$ cat src/rtl/atr_pkg.sv
package atr_pkg;
  localparam int OP_W = 8;

  typedef enum logic [3:0] {
    OP_NONE, OP_SWAP_LO, OP_SWAP_AT, OP_SWAP_EP, OP_SWAP_IX, OP_SWAP_SP,
    OP_LOAD_PC, OP_ADD_B, OP_ADD_W, OP_SUB_B, OP_SUB_W
  } opKind_e;

  typedef struct packed {
    logic    exec;
    opKind_e kind;
    logic    latchPc;
  } ctrlStrobe_t;

  function automatic opKind_e decodeOp(input logic [OP_W-1:0] code);
    case (code)
      8'h42:   return OP_SWAP_LO;
      8'h43:   return OP_SWAP_AT;
      8'hF7:   return OP_SWAP_EP;
      8'hF6:   return OP_SWAP_IX;
      8'hF5:   return OP_SWAP_SP;
      8'hF0:   return OP_LOAD_PC;
      8'h22:   return OP_ADD_B;
      8'h23:   return OP_ADD_W;
      8'h32:   return OP_SUB_B;
      8'h33:   return OP_SUB_W;
      default: return OP_NONE;
    endcase
  endfunction
endpackage

$ cat src/rtl/atr_alu.sv
module atr_alu #(
  parameter int W = 8
) (
  input  logic [W-1:0] opA,
  input  logic [W-1:0] opT,
  input  logic         cin,
  input  logic         isSub,
  output logic [W-1:0] res,
  output logic [3:0]   flags
);
  logic [W:0] full;
  logic       ovf;

  always_comb begin
    if (isSub) begin
      full = {1'b0, opT} - {1'b0, opA} - {{W{1'b0}}, cin};
      ovf  = (opT[W-1] ^ opA[W-1]) & (opT[W-1] ^ full[W-1]);
    end else begin
      full = {1'b0, opA} + {1'b0, opT} + {{W{1'b0}}, cin};
      ovf  = ~(opA[W-1] ^ opT[W-1]) & (opA[W-1] ^ full[W-1]);
    end
    res   = full[W-1:0];
    flags = {full[W-1], (full[W-1:0] == '0), ovf, full[W]};
  end
endmodule

$ cat src/rtl/atr_ctrl.sv
module atr_ctrl
  import atr_pkg::*;
(
  input  logic            clk,
  input  logic            rstN,
  input  logic            opValid,
  input  logic [OP_W-1:0] opCode,
  output ctrlStrobe_t     strobe,
  output logic            busy,
  output logic            done,
  output logic            illegal
);
  logic    pendPc;
  logic    accept;
  opKind_e kindDec;

  assign accept  = opValid && !pendPc;
  assign kindDec = decodeOp(opCode);
  assign busy    = pendPc;

  always_comb begin
    strobe         = '0;
    strobe.kind    = OP_NONE;
    if (pendPc) begin
      strobe.exec = 1'b1;
      strobe.kind = OP_LOAD_PC;
    end else if (accept && kindDec != OP_NONE && kindDec != OP_LOAD_PC) begin
      strobe.exec = 1'b1;
      strobe.kind = kindDec;
    end
    strobe.latchPc = accept && (kindDec == OP_LOAD_PC);
  end

  always_ff @(posedge clk or negedge rstN) begin
    if (!rstN) begin
      pendPc  <= 1'b0;
      done    <= 1'b0;
      illegal <= 1'b0;
    end else begin
      pendPc  <= strobe.latchPc;
      done    <= strobe.exec;
      illegal <= accept && (kindDec == OP_NONE);
    end
  end

  AST_PC_GOES_BUSY: assert property (@(posedge clk) disable iff (!rstN)
    strobe.latchPc |=> busy && !done);
  AST_PC_FINISHES: assert property (@(posedge clk) disable iff (!rstN)
    busy |=> done && !busy);
  AST_DONE_XOR_ILLEGAL: assert property (@(posedge clk) disable iff (!rstN)
    !(done && illegal));
  AST_BUSY_IGNORES: assert property (@(posedge clk) disable iff (!rstN)
    busy |=> !illegal);
endmodule

$ cat src/rtl/atr_datapath.sv
module atr_datapath
  import atr_pkg::*;
#(
  parameter int DATA_W = 16
) (
  input  logic              clk,
  input  logic              rstN,
  input  ctrlStrobe_t       strobe,
  input  logic [DATA_W-1:0] pcIn,
  output logic [DATA_W-1:0] accOut,
  output logic [DATA_W-1:0] tmpOut,
  output logic [DATA_W-1:0] extOut,
  output logic [DATA_W-1:0] idxOut,
  output logic [DATA_W-1:0] stkOut,
  output logic [3:0]        flagsOut
);
  localparam int HALF_W = DATA_W / 2;

  logic [DATA_W-1:0] accR, tmpR, epR, ixR, spR, pcHold;
  logic [3:0]        flagR;
  logic [HALF_W-1:0] byteRes;
  logic [DATA_W-1:0] wordRes;
  logic [3:0]        byteFlags, wordFlags;
  logic              isSub, isByteOp, isSwap, isWordArith;

  assign isSub       = (strobe.kind == OP_SUB_B) || (strobe.kind == OP_SUB_W);
  assign isByteOp    = strobe.exec && (strobe.kind == OP_SWAP_LO ||
                       strobe.kind == OP_ADD_B || strobe.kind == OP_SUB_B);
  assign isSwap      = strobe.exec && (strobe.kind == OP_SWAP_LO || strobe.kind == OP_SWAP_AT ||
                       strobe.kind == OP_SWAP_EP || strobe.kind == OP_SWAP_IX ||
                       strobe.kind == OP_SWAP_SP);
  assign isWordArith = strobe.exec && (strobe.kind == OP_ADD_W || strobe.kind == OP_SUB_W);

  atr_alu #(.W(HALF_W)) byteAlu_i (
    .opA(accR[HALF_W-1:0]), .opT(tmpR[HALF_W-1:0]), .cin(flagR[0]),
    .isSub(isSub), .res(byteRes), .flags(byteFlags)
  );

  atr_alu #(.W(DATA_W)) wordAlu_i (
    .opA(accR), .opT(tmpR), .cin(flagR[0]),
    .isSub(isSub), .res(wordRes), .flags(wordFlags)
  );

  always_ff @(posedge clk or negedge rstN) begin
    if (!rstN) begin
      accR   <= '0;
      tmpR   <= '0;
      epR    <= '0;
      ixR    <= '0;
      spR    <= '0;
      pcHold <= '0;
      flagR  <= '0;
    end else begin
      if (strobe.latchPc) pcHold <= pcIn;
      if (strobe.exec) begin
        case (strobe.kind)
          OP_SWAP_LO: begin
            accR[HALF_W-1:0] <= tmpR[HALF_W-1:0];
            tmpR[HALF_W-1:0] <= accR[HALF_W-1:0];
          end
          OP_SWAP_AT: begin accR <= tmpR; tmpR <= accR; end
          OP_SWAP_EP: begin accR <= epR;  epR  <= accR; end
          OP_SWAP_IX: begin accR <= ixR;  ixR  <= accR; end
          OP_SWAP_SP: begin accR <= spR;  spR  <= accR; end
          OP_LOAD_PC: accR <= pcHold;
          OP_ADD_B, OP_SUB_B: begin
            accR[HALF_W-1:0] <= byteRes;
            flagR            <= byteFlags;
          end
          OP_ADD_W, OP_SUB_W: begin
            accR  <= wordRes;
            flagR <= wordFlags;
          end
          default: ;
        endcase
      end
    end
  end

  assign accOut   = accR;
  assign tmpOut   = tmpR;
  assign extOut   = epR;
  assign idxOut   = ixR;
  assign stkOut   = spR;
  assign flagsOut = flagR;

  AST_BYTE_HIGH_KEPT: assert property (@(posedge clk) disable iff (!rstN)
    isByteOp |=> accR[DATA_W-1:HALF_W] == $past(accR[DATA_W-1:HALF_W]));
  AST_SWAP_FLAGS_KEPT: assert property (@(posedge clk) disable iff (!rstN)
    isSwap |=> $stable(flagR));
  AST_FULL_SWAP: assert property (@(posedge clk) disable iff (!rstN)
    (strobe.exec && strobe.kind == OP_SWAP_AT) |=> accR == $past(tmpR) && tmpR == $past(accR));
  AST_WORD_ZERO_FLAG: assert property (@(posedge clk) disable iff (!rstN)
    isWordArith |=> flagR[2] == (accR == '0));
  AST_WORD_SIGN_FLAG: assert property (@(posedge clk) disable iff (!rstN)
    isWordArith |=> flagR[3] == accR[DATA_W-1]);
endmodule

$ cat src/rtl/atr_exec_unit.sv
module atr_exec_unit
  import atr_pkg::*;
#(
  parameter int DATA_W = 16
) (
  input  logic              clk,
  input  logic              rstN,
  input  logic              opValid,
  input  logic [OP_W-1:0]   opCode,
  input  logic [DATA_W-1:0] pcIn,
  output logic              busy,
  output logic              done,
  output logic              illegal,
  output logic [DATA_W-1:0] accOut,
  output logic [DATA_W-1:0] tmpOut,
  output logic [DATA_W-1:0] extOut,
  output logic [DATA_W-1:0] idxOut,
  output logic [DATA_W-1:0] stkOut,
  output logic [3:0]        flagsOut
);
  ctrlStrobe_t strobe;

  atr_ctrl ctrl_i (
    .clk(clk), .rstN(rstN), .opValid(opValid), .opCode(opCode),
    .strobe(strobe), .busy(busy), .done(done), .illegal(illegal)
  );

  atr_datapath #(.DATA_W(DATA_W)) dp_i (
    .clk(clk), .rstN(rstN), .strobe(strobe), .pcIn(pcIn),
    .accOut(accOut), .tmpOut(tmpOut), .extOut(extOut),
    .idxOut(idxOut), .stkOut(stkOut), .flagsOut(flagsOut)
  );

  AST_ILLEGAL_NO_CHANGE: assert property (@(posedge clk) disable iff (!rstN)
    illegal |-> $stable(accOut) && $stable(tmpOut) && $stable(flagsOut));
endmodule

$ cat config.mk
export PLATFORM = sky130hd
export DESIGN_NAME = atr_exec_unit
export DESIGN_NICKNAME = d
export VERILOG_FILES = /design/src/rtl/atr_pkg.sv /design/src/rtl/atr_alu.sv /design/src/rtl/atr_ctrl.sv /design/src/rtl/atr_datapath.sv /design/src/rtl/atr_exec_unit.sv
export SDC_FILE = /design/constraint.sdc
export NUM_CORES = 1
export LEC_CHECK = 0
export BUFFER_PORTS_ARGS = -buffer_cell sky130_fd_sc_hd__buf_2
export CORE_MARGIN = 2
export CORE_UTILIZATION = 52
export DETAILED_ROUTE_END_ITERATION = 10
export GPL_ROUTABILITY_DRIVEN = 0
export PLACE_DENSITY = 0.77
export SLEW_MARGIN = 20
export SYNTH_ARGS = -nofsm -noshare
export SYNTH_HDL_FRONTEND = slang
export SYNTH_SLANG_ARGS = --single-unit
$ cat constraint.sdc
create_clock -name clk -period 3 [get_ports clk]
set_input_delay 0.3 -clock clk [delete_from_list [all_inputs] [get_ports clk]]
set_output_delay 0.3 -clock clk [all_outputs]
set_load 0.03 [all_outputs]
==> metrics.cfg <==
[status]
outcome = finished with violations
violations = hold timing, setup timing

[floorplan]
core_mm2 = 0.0131
die_y_um = 120
die_x_um = 120
die_area_mm2 = 0.0143
initial_core_util_pct = 52.8
io_pins = 114
rows = 42

[grt]
antenna_found_initial = 0
grt-ovfl-total = 0
grt_usage_pct = 28.9
grt_pass1_vias = 6444
grt_pass1_wl_um = 32800
grt_max_degree = 56

[placed_design]
portBuffers = 113
dpl.hpwl_um = 15300
dp_slack_ns = -0.115

[worst_setup_path]
worstPathArrival_ns = 3.32
cpPeakStageDelay_ns = 0.61
slowest_stage = fa_2
crit_fanout = 3
critPathKind = reg2reg
end_kind = register
crit_chain = fa_2 > inv_2 > ha_4 > o21ai_2 > nand3b_1 > a211o_1 > a31o_2 > a21oi_2 > xnor2_2 > o31ai_1 > a41oi_1 > o31ai_1
crit_buf_inv = 1
crit_family = compound AO/OA/AOI/OAI gates
cpMostUsedCell = o31ai_1
crit_required_ns = 3.27
startpoint_type = register

[routing]
top_layer_used = met4
dr_wl_met3_um = 1570
drt_wl_total_um = 20500
ant_nets = 0
vias = 6738
wl_met2_um = 9470
drtIter0Drc = 608
drcViolationCount = 0
drt-vias-per-instance = 5.87
wl_met1_um = 8840
avgRoutedWirePerCell_um = 17.8
drtPass1Iterations = 5

[yosys]
syn_area_per_cell_um2 = 8.75
ys_warn_count = 0
synth_fp_nets = 869
synth_compound_area_share_pct = 19.5
synth_seq_cells = 103
async_flop_share_pct = 100
synth_edf_count = 0
yosys.area_share.simple_pct = 20.0
synth_top_family_by_area = simple AND/OR/NAND/NOR gates
synth-adder-area-share_pct = 9.27
synth_area_mm2 = 0.00694
synthDistinctLibCells = 79
synthMuxAreaShare_pct = 5.41
synth_xor_area_share_pct = 3.66
synth_flop_cell = dfrtp_1
netlist_instances = 793
seq_area_frac_synth_pct = 37.2

[timing]
min_period_over_period_pct = 102
worst_slew_pin_slew_ns = 0.842
min_period_ns = 3.05
finalWorstSetupSlack_ns = -0.0474
rsz0062_at_grt = yes
hold_viol = 1
fmax_mhz = 328
relSlewSlack_pct = 43.8
setup_viol = 1
finClkSkew_ns = 0.0113
holdWs_ns = -0.00966
setup_tns_ns = -0.0474
drv_slew = 0

[cells_and_area]
layout.nets = 1043
fillers = 1117
syn2layout_area_growth_pct = 24.7
final_cell_mix = nand2_1 (194), buf_2 (112), dfrtp_1 (95)
layout_commonest_cell = nand2_1
antenna_cells = 0
layout-drive-gt1-share_pct = 31.0

[clocking]
cts_tree = yes
root_buffer = clkbuf_16
clk_latency_ns = 0.36
cts_hold_buf = 0
cts.clk_slew.worst_paths_ns = 0.08
cts-htree-levels = 3
cts_made_buffers = 9
cts_buffer_depth = 2
clock_sinks = 103

[pwr]
power_density_mw_per_mm2 = 520
ir_drop_mv = 0.310
p_leak_nw = 4.53

[min_path]
hp-class = in2async

[flow_run]
drv_cap = 0

-- worst reg2reg max path, cell delays in order (launching register included) --
cell and delay [ns]:
dfrtp_1 0.42, fa_2 0.61, inv_2 0.05, ha_4 0.15
o21ai_2 0.11, nand3b_1 0.16, a211o_1 0.34, a31o_2 0.22
a21oi_2 0.17, xnor2_2 0.10, o31ai_1 0.26, a41oi_1 0.14
o31ai_1 0.25
-- power by group --
| group | leakage (nW) | switching [W] | total [W] | internal (W) |
|---|---|---|---|---|
| Sequential | 1.40 | 0.0000684 | 0.00153 | 0.00147 |
| Clock | 0.139 | 0.000584 | 0.00119 | 0.000603 |
| Combinational | 2.99 | 0.00103 | 0.00178 | 0.000745 |
-- synthesized netlist by cell type (all sizes together), types with 6 or more instances --
master | count | share of area, %
a21oi | 45 | 3.2
a22oi | 7 | 0.76
inv | 51 | 2.8
mux2 | 28 | 4.5
buf | 14 | 1.5
nand3 | 12 | 1.0
a31oi | 7 | 0.63
nor3 | 12 | 1.1
nor2b | 6 | 0.54
a21o | 7 | 0.76
mux2i | 6 | 0.87
o211ai | 10 | 1.2
xor2 | 6 | 0.76
nor2 | 40 | 2.3
dfrtp | 103 | 37
xnor2 | 23 | 2.9
nand2 | 196 | 11
and3 | 9 | 0.81
clkbuf | 14 | 0.76
o31ai | 8 | 0.87
nand2b | 6 | 0.54
o21a | 7 | 0.76
ha | 45 | 8.1
a221oi | 17 | 2.5
o21ai | 38 | 2.8
and2 | 6 | 0.54
-- timing repair --
| action | CTS | global route |
|---|---|---|
| endpoints found under the setup margin | 4 | 13 |
| pin swaps | 7 | 21 |
| resized for setup | 8 | 24 |
| setup buffers | 3 | 0 |
-- worst paths after layout --
path                                                   start  slack (ns)  depth (start not counted)                           end
worst max register to register  dp_i.flagsOut[0]$_DFFE_PN0P_       -0.05                         12  dp_i.flagsOut[2]$_DFFE_PN0P_
max in group asynchronous                               rstN        2.31                          2   dp_i.pcHold[12]$_DFFE_PN0P_
worst min-delay path                                    rstN       -0.01                          1   dp_i.accOut[10]$_DFFE_PN0P_
worst max-delay path            dp_i.flagsOut[0]$_DFFE_PN0P_       -0.05                         12  dp_i.flagsOut[2]$_DFFE_PN0P_
worst min register to register    dp_i.pcHold[8]$_DFFE_PN0P_        0.48                          2    dp_i.pcHold[8]$_DFFE_PN0P_
min in group clk                                    pcIn[14]        0.12                          3   dp_i.pcHold[14]$_DFFE_PN0P_
-- sequential cells by signal (all words and copies together), names as in the netlist, 4 cells and up --
register / cells
dp_i.pcHold: 16
dp_i.flagsOut: 4
dp_i.tmpOut: 16
dp_i.extOut: 16
dp_i.accOut: 16
dp_i.idxOut: 16
dp_i.stkOut: 16
-- through the flow --
step | instances | power [W] | cell area, um2 | utilization (%)
floorplan | 793 | 0.00267 | 7000 | -
global placement | 1129 | 0.00316 | 8210 | 62.5
detailed placement | 1129 | 0.00319 | 8210 | 62.5
CTS | 1148 | 0.00437 | 8540 | 65.0
global route | 1148 | 0.00471 | 8650 | 65.8
finish | 1148 | 0.00450 | 8650 | 65.8
-- cell families after synthesis --
kind of cell             count (synthesis)
AND/OR/NAND/NOR                        308
AO/OA/AOI/OAI                          189
flip-flops                             103
multiplexers                            34
buffers and inverters                   81
adder cells (fa/ha/maj)                 49
XOR/XNOR                                29
-- per-layer routing --
layer	GRT usage (%)	up-vias
li1	-	3131
met1	39.7	3239
met2	45.6	309
met3	5.66	59
met4	10.6	0
met5	0	-
-- final cells by class --
type / count / area [um2] / share of cell area (%)
well taps: 176 / 220 / 2.55
multi-input cells: 609 / 4190 / 48.4
inverters: 53 / 199 / 2.30
repair buffers: 191 / 1170 / 13.5
flip-flops and latches: 103 / 2590 / 29.9
clock buffers: 11 / 243 / 2.81
clock inverters: 5 / 45.0 / 0.521
(Power assumes the default switching activity.)
